File: src/rtl/brd_ctrl_pkg.sv
package brd_ctrl_pkg;
  localparam int DATA_W = 32;
  localparam int ADDR_W = 12;
  localparam int IDX_W  = ADDR_W - 2;

  typedef logic [IDX_W-1:0] idx_t;

  // word indices (byte offset / 4)
  localparam idx_t IX_LED  = 10'd0;
  localparam idx_t IX_DBG  = 10'd1;
  localparam idx_t IX_BTN  = 10'd2;
  localparam idx_t IX_SEC  = 10'd4;
  localparam idx_t IX_CSEC = 10'd5;
  localparam idx_t IX_CNT  = 10'd6;
  localparam idx_t IX_PRE  = 10'd7;
  localparam idx_t IX_PSC  = 10'd8;
  localparam idx_t IX_SW   = 10'd10;
  localparam idx_t IX_MISC = 10'd19;
endpackage

File: src/rtl/brd_tick_div.sv
module brd_tick_div #(
  parameter int unsigned DIV = 10
) (
  input  logic clk,
  input  logic rst,
  input  logic clr,
  output logic tick
);
  generate
    if (DIV <= 1) begin : g_pass
      logic unused_in;
      assign unused_in = clk ^ rst ^ clr;
      assign tick = 1'b1;
    end else begin : g_div
      localparam int CW = $clog2(DIV);
      logic [CW-1:0] cnt;
      assign tick = (cnt == CW'(DIV - 1));
      always_ff @(posedge clk) begin
        if (rst || clr || tick) cnt <= '0;
        else                    cnt <= cnt + 1'b1;
      end
    end
  endgenerate
endmodule

File: src/rtl/brd_sync.sv
module brd_sync #(
  parameter int W      = 4,
  parameter int STAGES = 2
) (
  input  logic         clk,
  input  logic         rst,
  input  logic [W-1:0] d_i,
  output logic [W-1:0] q_o
);
  logic [W-1:0] st [STAGES];

  always_ff @(posedge clk) begin
    if (rst) begin
      for (int i = 0; i < STAGES; i++) st[i] <= '0;
    end else begin
      st[0] <= d_i;
      for (int i = 1; i < STAGES; i++) st[i] <= st[i-1];
    end
  end

  assign q_o = st[STAGES-1];
endmodule

File: src/rtl/brd_rate_counter.sv
module brd_rate_counter #(
  parameter int unsigned DIV = 100,
  parameter int          W   = 32
) (
  input  logic         clk,
  input  logic         rst,
  input  logic         wr,
  input  logic [W-1:0] wdata,
  output logic [W-1:0] count
);
  logic tick;

  brd_tick_div #(.DIV(DIV)) u_div (
    .clk  (clk),
    .rst  (rst),
    .clr  (wr),
    .tick (tick)
  );

  always_ff @(posedge clk) begin
    if (rst)       count <= '0;
    else if (wr)   count <= wdata;
    else if (tick) count <= count + 1'b1;
  end
endmodule

File: src/rtl/brd_prescale_cnt.sv
module brd_prescale_cnt #(
  parameter int unsigned PS_DIV = 1,
  parameter int          W      = 32
) (
  input  logic         clk,
  input  logic         rst,
  input  logic         wr_cnt,
  input  logic         wr_psc,
  input  logic         wr_pre,
  input  logic [W-1:0] wdata,
  output logic         tick_o,
  output logic [W-1:0] counter_o,
  output logic [W-1:0] pscntr_o,
  output logic [W-1:0] prescale_o
);
  logic         at_zero;
  logic [W-1:0] psc_nxt;
  logic [W-1:0] cnt_nxt;

  brd_tick_div #(.DIV(PS_DIV)) u_div (
    .clk  (clk),
    .rst  (rst),
    .clr  (1'b0),
    .tick (tick_o)
  );

  assign at_zero = (pscntr_o == '0);

  always_comb begin
    psc_nxt = pscntr_o;
    cnt_nxt = counter_o;
    if (tick_o) begin
      if (at_zero) begin
        psc_nxt = prescale_o;
        cnt_nxt = counter_o + 1'b1;
      end else begin
        psc_nxt = pscntr_o - 1'b1;
      end
    end
    if (wr_psc) psc_nxt = wdata;
    if (wr_cnt) cnt_nxt = wdata;
  end

  always_ff @(posedge clk) begin
    if (rst) begin
      pscntr_o   <= '0;
      counter_o  <= '0;
      prescale_o <= '0;
    end else begin
      pscntr_o  <= psc_nxt;
      counter_o <= cnt_nxt;
      if (wr_pre) prescale_o <= wdata;
    end
  end
endmodule

File: src/rtl/brd_ctrl_regs.sv
module brd_ctrl_regs
  import brd_ctrl_pkg::*;
#(
  parameter int          NUM_LEDS = 2,
  parameter int          BTN_W    = 2,
  parameter int          SW_W     = 8,
  parameter bit          HAS_DBG  = 1'b0,
  parameter bit          HAS_SW   = 1'b0,
  parameter int unsigned CLK_HZ   = 50_000_000,
  parameter int unsigned PS_DIV   = 1
) (
  input  logic              clk,
  input  logic              rst,
  input  logic              psel,
  input  logic              pwrite,
  input  logic [ADDR_W-1:0] paddr,
  input  logic [DATA_W-1:0] pwdata,
  output logic [DATA_W-1:0] prdata,
  input  logic [BTN_W-1:0]  btn_i,
  input  logic [SW_W-1:0]   sw_i,
  output logic [NUM_LEDS-1:0] led_o
);
  localparam int unsigned CSEC_DIV = CLK_HZ / 100;
  localparam int unsigned SEC_DIV  = CLK_HZ;

  idx_t idx;
  logic unused_lsb;
  logic wr_en, rd_en;
  logic wr_led, wr_dbg, wr_misc, wr_sec, wr_csec, wr_cnt, wr_pre, wr_psc;

  assign idx        = paddr[ADDR_W-1:2];
  assign unused_lsb = ^paddr[1:0];
  assign wr_en      = psel & pwrite;
  assign rd_en      = psel & ~pwrite;

  assign wr_led  = wr_en && (idx == IX_LED);
  assign wr_dbg  = wr_en && (idx == IX_DBG);
  assign wr_misc = wr_en && (idx == IX_MISC);
  assign wr_sec  = wr_en && (idx == IX_SEC);
  assign wr_csec = wr_en && (idx == IX_CSEC);
  assign wr_cnt  = wr_en && (idx == IX_CNT);
  assign wr_pre  = wr_en && (idx == IX_PRE);
  assign wr_psc  = wr_en && (idx == IX_PSC);

  // ---------------- plain storage ----------------
  logic [NUM_LEDS-1:0] led_q;
  logic [DATA_W-1:0]   misc_q;
  logic [DATA_W-1:0]   dbg_q;

  always_ff @(posedge clk) begin
    if (rst) begin
      led_q  <= '0;
      misc_q <= '0;
    end else begin
      if (wr_led)  led_q  <= pwdata[NUM_LEDS-1:0];
      if (wr_misc) misc_q <= pwdata;
    end
  end

  assign led_o = led_q;

  generate
    if (HAS_DBG) begin : g_dbg
      always_ff @(posedge clk) begin
        if (rst)         dbg_q <= '0;
        else if (wr_dbg) dbg_q <= pwdata;
      end
    end else begin : g_no_dbg
      logic unused_dbg;
      assign unused_dbg = wr_dbg;
      assign dbg_q      = '0;
    end
  endgenerate

  // ---------------- input synchronizers ----------------
  logic [BTN_W-1:0] btn_s;
  logic [SW_W-1:0]  sw_s;

  brd_sync #(.W(BTN_W)) u_btn_sync (
    .clk (clk),
    .rst (rst),
    .d_i (btn_i),
    .q_o (btn_s)
  );

  generate
    if (HAS_SW) begin : g_sw
      brd_sync #(.W(SW_W)) u_sw_sync (
        .clk (clk),
        .rst (rst),
        .d_i (sw_i),
        .q_o (sw_s)
      );
    end else begin : g_no_sw
      logic unused_sw;
      assign unused_sw = ^sw_i;
      assign sw_s      = '0;
    end
  endgenerate

  // ---------------- low-rate counters ----------------
  logic [DATA_W-1:0] sec_cnt, csec_cnt;

  brd_rate_counter #(.DIV(SEC_DIV), .W(DATA_W)) u_sec (
    .clk   (clk),
    .rst   (rst),
    .wr    (wr_sec),
    .wdata (pwdata),
    .count (sec_cnt)
  );

  brd_rate_counter #(.DIV(CSEC_DIV), .W(DATA_W)) u_csec (
    .clk   (clk),
    .rst   (rst),
    .wr    (wr_csec),
    .wdata (pwdata),
    .count (csec_cnt)
  );

  // ---------------- prescaled event counter ----------------
  logic              ps_tick;
  logic [DATA_W-1:0] counter_q, pscntr_q, prescale_q;

  brd_prescale_cnt #(.PS_DIV(PS_DIV), .W(DATA_W)) u_ps (
    .clk        (clk),
    .rst        (rst),
    .wr_cnt     (wr_cnt),
    .wr_psc     (wr_psc),
    .wr_pre     (wr_pre),
    .wdata      (pwdata),
    .tick_o     (ps_tick),
    .counter_o  (counter_q),
    .pscntr_o   (pscntr_q),
    .prescale_o (prescale_q)
  );

  // ---------------- read path ----------------
  logic [DATA_W-1:0] rd_val;

  always_comb begin
    case (idx)
      IX_LED:  rd_val = DATA_W'(led_q);
      IX_DBG:  rd_val = dbg_q;
      IX_BTN:  rd_val = DATA_W'(btn_s);
      IX_SEC:  rd_val = sec_cnt;
      IX_CSEC: rd_val = csec_cnt;
      IX_CNT:  rd_val = counter_q;
      IX_PRE:  rd_val = prescale_q;
      IX_PSC:  rd_val = pscntr_q;
      IX_SW:   rd_val = DATA_W'(sw_s);
      IX_MISC: rd_val = misc_q;
      default: rd_val = '0;
    endcase
  end

  always_ff @(posedge clk) begin
    if (rst)        prdata <= '0;
    else if (rd_en) prdata <= rd_val;
  end
endmodule

File: config.mk
export PLATFORM = sky130hd
export DESIGN_NAME = brd_ctrl_regs
export DESIGN_NICKNAME = d
export VERILOG_FILES = /design/src/rtl/brd_ctrl_pkg.sv /design/src/rtl/brd_tick_div.sv /design/src/rtl/brd_sync.sv /design/src/rtl/brd_rate_counter.sv /design/src/rtl/brd_prescale_cnt.sv /design/src/rtl/brd_ctrl_regs.sv
export SDC_FILE = /design/constraint.sdc
export NUM_CORES = 1
export LEC_CHECK = 0
export ABC_AREA = 1
export BUFFER_PORTS_ARGS = -buffer_cell sky130_fd_sc_hd__buf_4
export CAP_MARGIN = 10
export CORE_AREA = 8 8 199 201
export DETAILED_ROUTE_END_ITERATION = 8
export DIE_AREA = 0 0 207 209
export HOLD_SLACK_MARGIN = 0.08
export PLACE_DENSITY = 0.78
export SYNTH_ARGS = -nofsm -noshare
export SYNTH_HDL_FRONTEND = slang
export SYNTH_SLANG_ARGS = --single-unit
export TNS_END_PERCENT = 5
File: constraint.sdc
create_clock -name clk -period 1.7 [get_ports clk]
set_input_delay 0.34 -clock clk [delete_from_list [all_inputs] [get_ports clk]]
set_output_delay 0.34 -clock clk [all_outputs]
set_load 0.05 [all_outputs]
==> results of run 1 <==
per-layer routing:
metal / GRT usage, % / wire, µm / up-vias / share of wire (%)
li1: - / - / 10058 / -
met1: 38.49 / 27330 / 9738 / 38
met2: 51.15 / 32410 / 1122 / 46
met3: 5.941 / 7322 / 260 / 10
met4: 15.95 / 3993 / 4 / 5.6
met5: 0 / 45 / - / 0.063
sequential cells by signal, summed over array words and instances, names as in the netlist, 4 cells and up:
| name | cells |
|---|---|
| misc_q | 32 |
| prdata | 32 |
| u_csec.count | 32 |
| u_ps.counter_o | 32 |
| u_ps.prescale_o | 32 |
| u_ps.pscntr_o | 32 |
| u_sec.count | 32 |
| u_sec.u_div.g_div.cnt | 26 |
| u_csec.u_div.g_div.cnt | 19 |
| u_btn_sync.st | 4 |
power by group:
| group | internal (W) | switching (W) | leakage [nW] |
|---|---|---|---|
| clock | 0.00462 | 0.00302 | 0.563 |
| combinational | 0.00407 | 0.00567 | 7.14 |
| sequential | 0.00680 | 0.000264 | 2.22 |
| total | 0.0155 | 0.00896 | 9.93 |
logic make-up after synthesis:
group / synth area share [%]
AND/OR/NAND/NOR: 41.75
AO/OA/AOI/OAI: 11.33
buffers and inverters: 11.10
XOR/XNOR: 4.164
flip-flops: 31.16
adder cells (fa/ha/maj): 0.4957
through the flow:
stage | worst slack, ps | hold slack (ps) | cell area [µm²] | util (%) | cells
final | -74.77 | 138.7 | 23060 | 63.59 | 3784
after global routing | -158.2 | 141.8 | 23060 | 63.59 | 3784
after CTS | -12.60 | 117.0 | 22490 | 62.03 | 3773
after detailed placement | -237.7 | 398.5 | 21060 | 58.07 | 3702
after global placement | -223.9 | 398.8 | 21060 | 58.07 | 3702
after floorplan | 14.55 | 388.3 | 17670 | - | 2962
area by class of cell:
cell class	instances	area, µm²	area share (%)
clock buffers	46	1010	4.379
clock inverters	13	150.1	0.6512
inverters	358	1351	5.861
multi-input cells	2207	10720	46.51
flip-flops and latches	275	5522	23.95
well taps	468	585.6	2.540
repair buffers	417	3714	16.11
repair_timing:
action / 4_1_cts / 5_1_grt
endpoints found under the setup margin: 103 / 171
buffers inserted: 9 / 8
gates resized for setup: 51 / 133
hold buffers: 2 / 0
pin swaps: 14 / 41
hold endpoints to repair: 2 / 0
cloned: 1 / 4
worst max-delay path by stage:
stage,startpoint,to,slack (ps),cells past startpoint
detailed placement,paddr[9],prdata[30],-240,13
floorplan,u_csec.u_div.g_div.cnt[0],u_csec.u_div.g_div.cnt[15],10,8
global route,u_ps.pscntr_o[5],u_ps.counter_o[11],-160,12
CTS,u_ps.pscntr_o[0],u_ps.pscntr_o[11],-10,13
global placement,paddr[9],prdata[30],-220,13
finish,u_ps.pscntr_o[10],u_ps.pscntr_o[11],-70,12
worst min-delay path, cell delays in order:
cell and delay (ps):
buf_4 160, nand2_1 80, a21oi_1 60
placed cells by master (no fill, tap or decap), drive strengths merged, types with 2 or more instances in the layout:
master / Yosys / layout
nand3b: 15 / 15
or2: 8 / 8
a31oi: 8 / 8
nor2: 398 / 398
ha: 7 / 7
dfxtp: 275 / 275
inv: 355 / 355
bufinv: 0 / 3
clkbuf: 48 / 50
dlygate4sd3: 0 / 2
buf: 74 / 411
o21ai: 154 / 154
o21bai: 6 / 6
a21boi: 3 / 3
nand3: 325 / 325
clkinv: 3 / 9
nand2: 905 / 905
xor2: 50 / 50
o211ai: 2 / 2
xnor2: 34 / 34
a21oi: 200 / 200
nor3: 27 / 27
clkinvlp: 0 / 4
a21o: 2 / 2
nor3b: 3 / 3
nand4: 57 / 57
==> impl_results.md, run 1 <==
* Site row count at 70
* RSZ-0062 raised after global routing: true
* Fin crit share at 104.4%
* First-pass iteration count of the detailed router at 8
* Port Buf Inserts at slightly above 80
* Fin. Hold Viols at 0
* FMAX at between 0.5 and 0.6 GHz
* # nets final at 3359
* Total power at around 0.024 W
* Slowest stage cell, crit path: dfxtp_1
* Syn Inst Count at approximately 3000
* Lkg Pwr at between 9 and 10 nW
* Worst path bufs/invs at 2
* Ratio of cells with drive above 1 in the final layout at 20.78%
* Top-count cell post-synth: nand2_1
* Yosys cell types at 39
* HP Class: in2reg
* Worst Tran Pin Value at approximately 600 ps
* Final setup fails at 30
* Vias in the first global route at between 20000 and 25000
* Post-synthesis sequential area ratio at 31.16%
* Depth of the worst hold-timing path at 3
* Final TNS setup at -733.2 ps
* Synth top cells by count: nand2_1 (900), nor2_1 (372), inv_1 (341)
* Overflow after GRT at 0
* Startpoint types: flop
* #FFs+latches synth at about 280
* TritonCTS Buffers at 35
* HPWL after detailed placement at 52300 µm
* Area Overhead vs Synth at 30.49%
* WL/cell at between 15 and 20 µm
* IO Pins at between 90 and 100
* CTS clk-pin slew, worst paths at ~60 ps
* Worst setup margin at -74.77 ps
* RD Place Congestion at 1.008
* Reg2Reg Depth at 12
* Crit-path max cell delay at about 350 ps
* Syn Nets at a little over 3000
* Slew headroom at about three fifths
* Number of synthesized flops with an enable pin at 0
* Final Skew at ~23 ps
* Max Cap Viol at 0
* CTS H-tree lvls at 2
* Crit. End Element: flop
* CTS tree: done
* Iter 0 DRT Violations at around 2200
* Fill cells at ~3300
* Die area at between 40000 and 50000 µm²
* Dominant synthesized flop cell: dfxtp_1
* Via count at 21182
* Worst hold path startpoint: pwdata[29]
* Final wirelength at slightly above 70000 µm
* FFs w/ async S/R, synth at 0%
* Pin count of the biggest net entering global routing at approximately 110
* Flop-to-flop setup slack at -70 ps
* Diode count at 0
* DRC violations left at 0
* Die Wd at between 200 and 250 µm
* Vias/cell at between 5 and 6
* Worst-skew pair later-pin latency at roughly 560 ps
* Post-synth top area share at a little under a third
* R2R Path End: u_ps.pscntr_o[11]
* Critical-path maximum fanout at 8
* Total core area at 36260 µm²
* Failing checks: negative setup slack
* Status: finished, violations left
* CP arrival at ~2200 ps
* Die Height at roughly 210 µm
* First-pass GRT wire length at around 110000 µm
* Yosys Warn Count at 0
* Pwr Density at roughly 1100 nW/µm²
* ANT nets after route at 0
* VDD IR-drop max at approximately 0.88 mV
* Critical path required time at between 2000 and 2500 ps
* Post-Syn Area at 17670 µm²
* Initial antenna violation count at 4
* CP cell instances: nor2_4, nand2_2, nor2_4, buf_4, nand2_4, nor2_4, buf_12, nand2_2, nand2_2, nor2_1, nor2_1, nor2_1
* Total GRT Usage at a little under a third
* WS Path Type: reg2reg
* CTS sink cnt at ~280
* Hold Path End: u_ps.pscntr_o[29]
* Clock buffer depth at 3
* Fin. max-slew vios at 0
* Min Clock Period, post-route at roughly 1800 ps
* Largest area contributor in the netlist: dfxtp_1
* CTS root buffer: clkbuf_16
* Synthesized area per cell at between 5 and 6 µm²
* Critical R2R Launch: u_ps.pscntr_o[10]
* Largest cells by area after synthesis: dfxtp_1 (31%), nand2_1 (19%), nand3_1 (9.0%)
* Crit path max-delay family: simple AND/OR/NAND/NOR gates
* Initial Util at roughly 49%
Power figures use the tool's default switching activity.
==> inputs of run 2 (changes only) <==
Settings changed: PLACE_DENSITY 0.78 to 0.69.
==> run 2 against run 1 <==
The run still ends with negative setup slack left. Via count down 1.3%. Fmax up 0.94%. Global-route usage rose by 0.89 points. Worst hold slack worse by 15 ps. Power up 6.0%. Wire length increased by 2.2%. Register-to-register slack improved by 20 ps. Count of clock-buffer cells in the layout rose by 2. First-iteration DRC count is 22% lower. Non-clock buffer count up 19. Clock skew about the same. Setup slack improved by 17 ps. Critical endpoint is now u_ps.pscntr_o[12].
==> impl_results.md, run 2 (same netlist as run 1, synthesis figures left out) <==
* Status: finished, violations left
* Failing checks: negative setup slack
* HP Class: in2reg
* Min Clock Period, post-route at 1758 ps
* DRC violations left at 0
* Pwr Density at between 1000 and 1500 nW/µm²
* Initial Util at between 40 and 50%
* Site row count at 70
* Final setup fails at 29
* Critical path required time at roughly 2200 ps
* CTS tree: done
* Total core area at 36260 µm²
* Hold Path End: u_ps.pscntr_o[30]
* Ratio of cells with drive above 1 in the final layout at 22.57%
* Max Cap Viol at 0
* CTS sink cnt at ~280
* Vias in the first global route at approximately 20000
* Iter 0 DRT Violations at between 1500 and 2000
* Fin. Hold Viols at 0
* Worst setup margin at -58.27 ps
* CTS H-tree lvls at 2
* VDD IR-drop max at between 0.7 and 0.8 mV
* # nets final at 3380
* WS Path Type: reg2reg
* Depth of the worst hold-timing path at 3
* Die area at 43260 µm²
* First-pass iteration count of the detailed router at 7
* ANT nets after route at 0
* Final Skew at 23.00 ps
* Worst hold path startpoint: pwdata[30]
* TritonCTS Buffers at 36
* CTS root buffer: clkbuf_16
* RSZ-0062 raised after global routing: true
* Crit. End Element: flop
* Vias/cell at ~5.5
* HPWL after detailed placement at 54380 µm
* Pin count of the biggest net entering global routing at approximately 110
* Reg2Reg Depth at 12
* Fin crit share at 103.4%
* Area Overhead vs Synth at 32.27%
* Via count at between 20000 and 25000
* Lkg Pwr at around 10 nW
* Critical-path maximum fanout at 4
* CTS clk-pin slew, worst paths at approximately 60 ps
* Fill cells at approximately 3400
* Total GRT Usage at 32.00%
* Worst Tran Pin Value at ~650 ps
* Fin. max-slew vios at 0
* FMAX at roughly 0.57 GHz
* Final TNS setup at -658.9 ps
* Initial antenna violation count at 5
* Commonest cells after routing, fill and taps aside: nand2_1 (863), buf_4 (390), inv_1 (333), nor2_1 (304), nand3_1 (300)
* RD Place Congestion at 1.005
* Die Height at about 210 µm
* Startpoint types: flop
* Port Buf Inserts at between 80 and 90
* Die Wd at approximately 210 µm
* First-pass GRT wire length at ~110000 µm
* WL/cell at 19.08 µm
* Hold WS at around 120 ps
* Final wirelength at slightly above 70000 µm
* Worst-skew pair later-pin latency at roughly 570 ps
* IO Pins at 92
* Most common cell after layout, fill and taps aside: nand2_1
* Critical R2R Launch: u_ps.pscntr_o[0]
* Diode count at 0
* Flop-to-flop setup slack at -60 ps
* Clock buffer depth at 3
* R2R Path End: u_ps.pscntr_o[12]
* Slew headroom at 56.56%
* Overflow after GRT at 0
* CP arrival at around 2200 ps
==> run 2: cell types whose count changed in the layout (fill, tap and decap cells not counted), moves of 9 or more <==
| cell | before | now |
|---|---|---|
| buf_4 | 363 | 390 |
| nor2_1 | 322 | 304 |
| nor2_2 | 50 | 62 |
| dfxtp_1 | 264 | 253 |
| dfxtp_2 | 10 | 21 |
| buf_12 | 37 | 28 |
==> run 2: layout make-up <==
cell class                      count  area [µm²]  area share [%]
Clock inverter                     15       261.5           1.119
Tap cell                          468       585.6           2.506
Sequential cell                   275        5535           23.69
Multi-Input combinational cell   2208       10880           46.54
Timing Repair Buffer              436        3737           15.99
Clock buffer                       48        1017           4.353
Inverter                          358        1358           5.809
==> run 2: power by group <==
| part | internal [W] | total [W] | switching, W |
|---|---|---|---|
| sequential | 0.00680 | 0.00712 | 0.000321 |
| combinational | 0.00426 | 0.0104 | 0.00614 |
| clock | 0.00527 | 0.00840 | 0.00313 |
==> run 2: how the worst max path moves through the flow <==
stage / from / endpoint / slack (ps) / depth (start not counted)
global placement: paddr[9] / prdata[2] / -280 / 12
finish: u_ps.pscntr_o[0] / u_ps.pscntr_o[12] / -60 / 12
floorplan: u_csec.u_div.g_div.cnt[0] / u_csec.u_div.g_div.cnt[15] / 10 / 8
CTS: u_ps.pscntr_o[0] / u_ps.counter_o[23] / -110 / 12
detailed placement: paddr[4] / u_csec.count[5] / -300 / 13
global route: u_ps.pscntr_o[0] / u_ps.pscntr_o[16] / -140 / 13
==> run 2: repair_timing <==
action | in CTS | in global routing
gates cloned | 1 | 3
gates resized for setup | 59 | 188
setup buffers | 1 | 4
pin swaps | 10 | 43
setup endpoints to repair | 167 | 152
endpoints found under the hold margin | 2 | 0
hold buffers | 2 | 0
==> run 2: metrics by stage <==
step	instances	total power (W)	setup WS, ps	instance area [µm²]	utilization, %
after floorplan	2962	0.01170	14.55	17670	-
after global placement	3734	0.01569	-284.6	21180	58.42
after detailed placement	3734	0.01573	-300.7	21180	58.42
after CTS	3801	0.02439	-107.0	22680	62.55
after global routing	3808	0.02703	-143.4	23370	64.45
final	3808	0.02592	-58.27	23370	64.45
==> run 2: worst max-delay path, stage by stage, from the launching register on <==
cell,delay (ps)
dfxtp_2,320
inv_2,70
buf_4,120
ha_2,190
nand2_2,90
nor2_4,200
nand2_2,130
clkinv_1,120
nor2_1,50
o21ai_1,170
nand3_1,90
nand2_1,60
inv_1,30
==> run 2: routing by layer <==
layer	share of wire, %	GRT usage (%)	up-vias
met4	5.1	15.73	0
met3	7.5	4.834	220
li1	-	-	10113
met1	40	39.40	9675
met5	0	0	-
met2	47	54.16	895
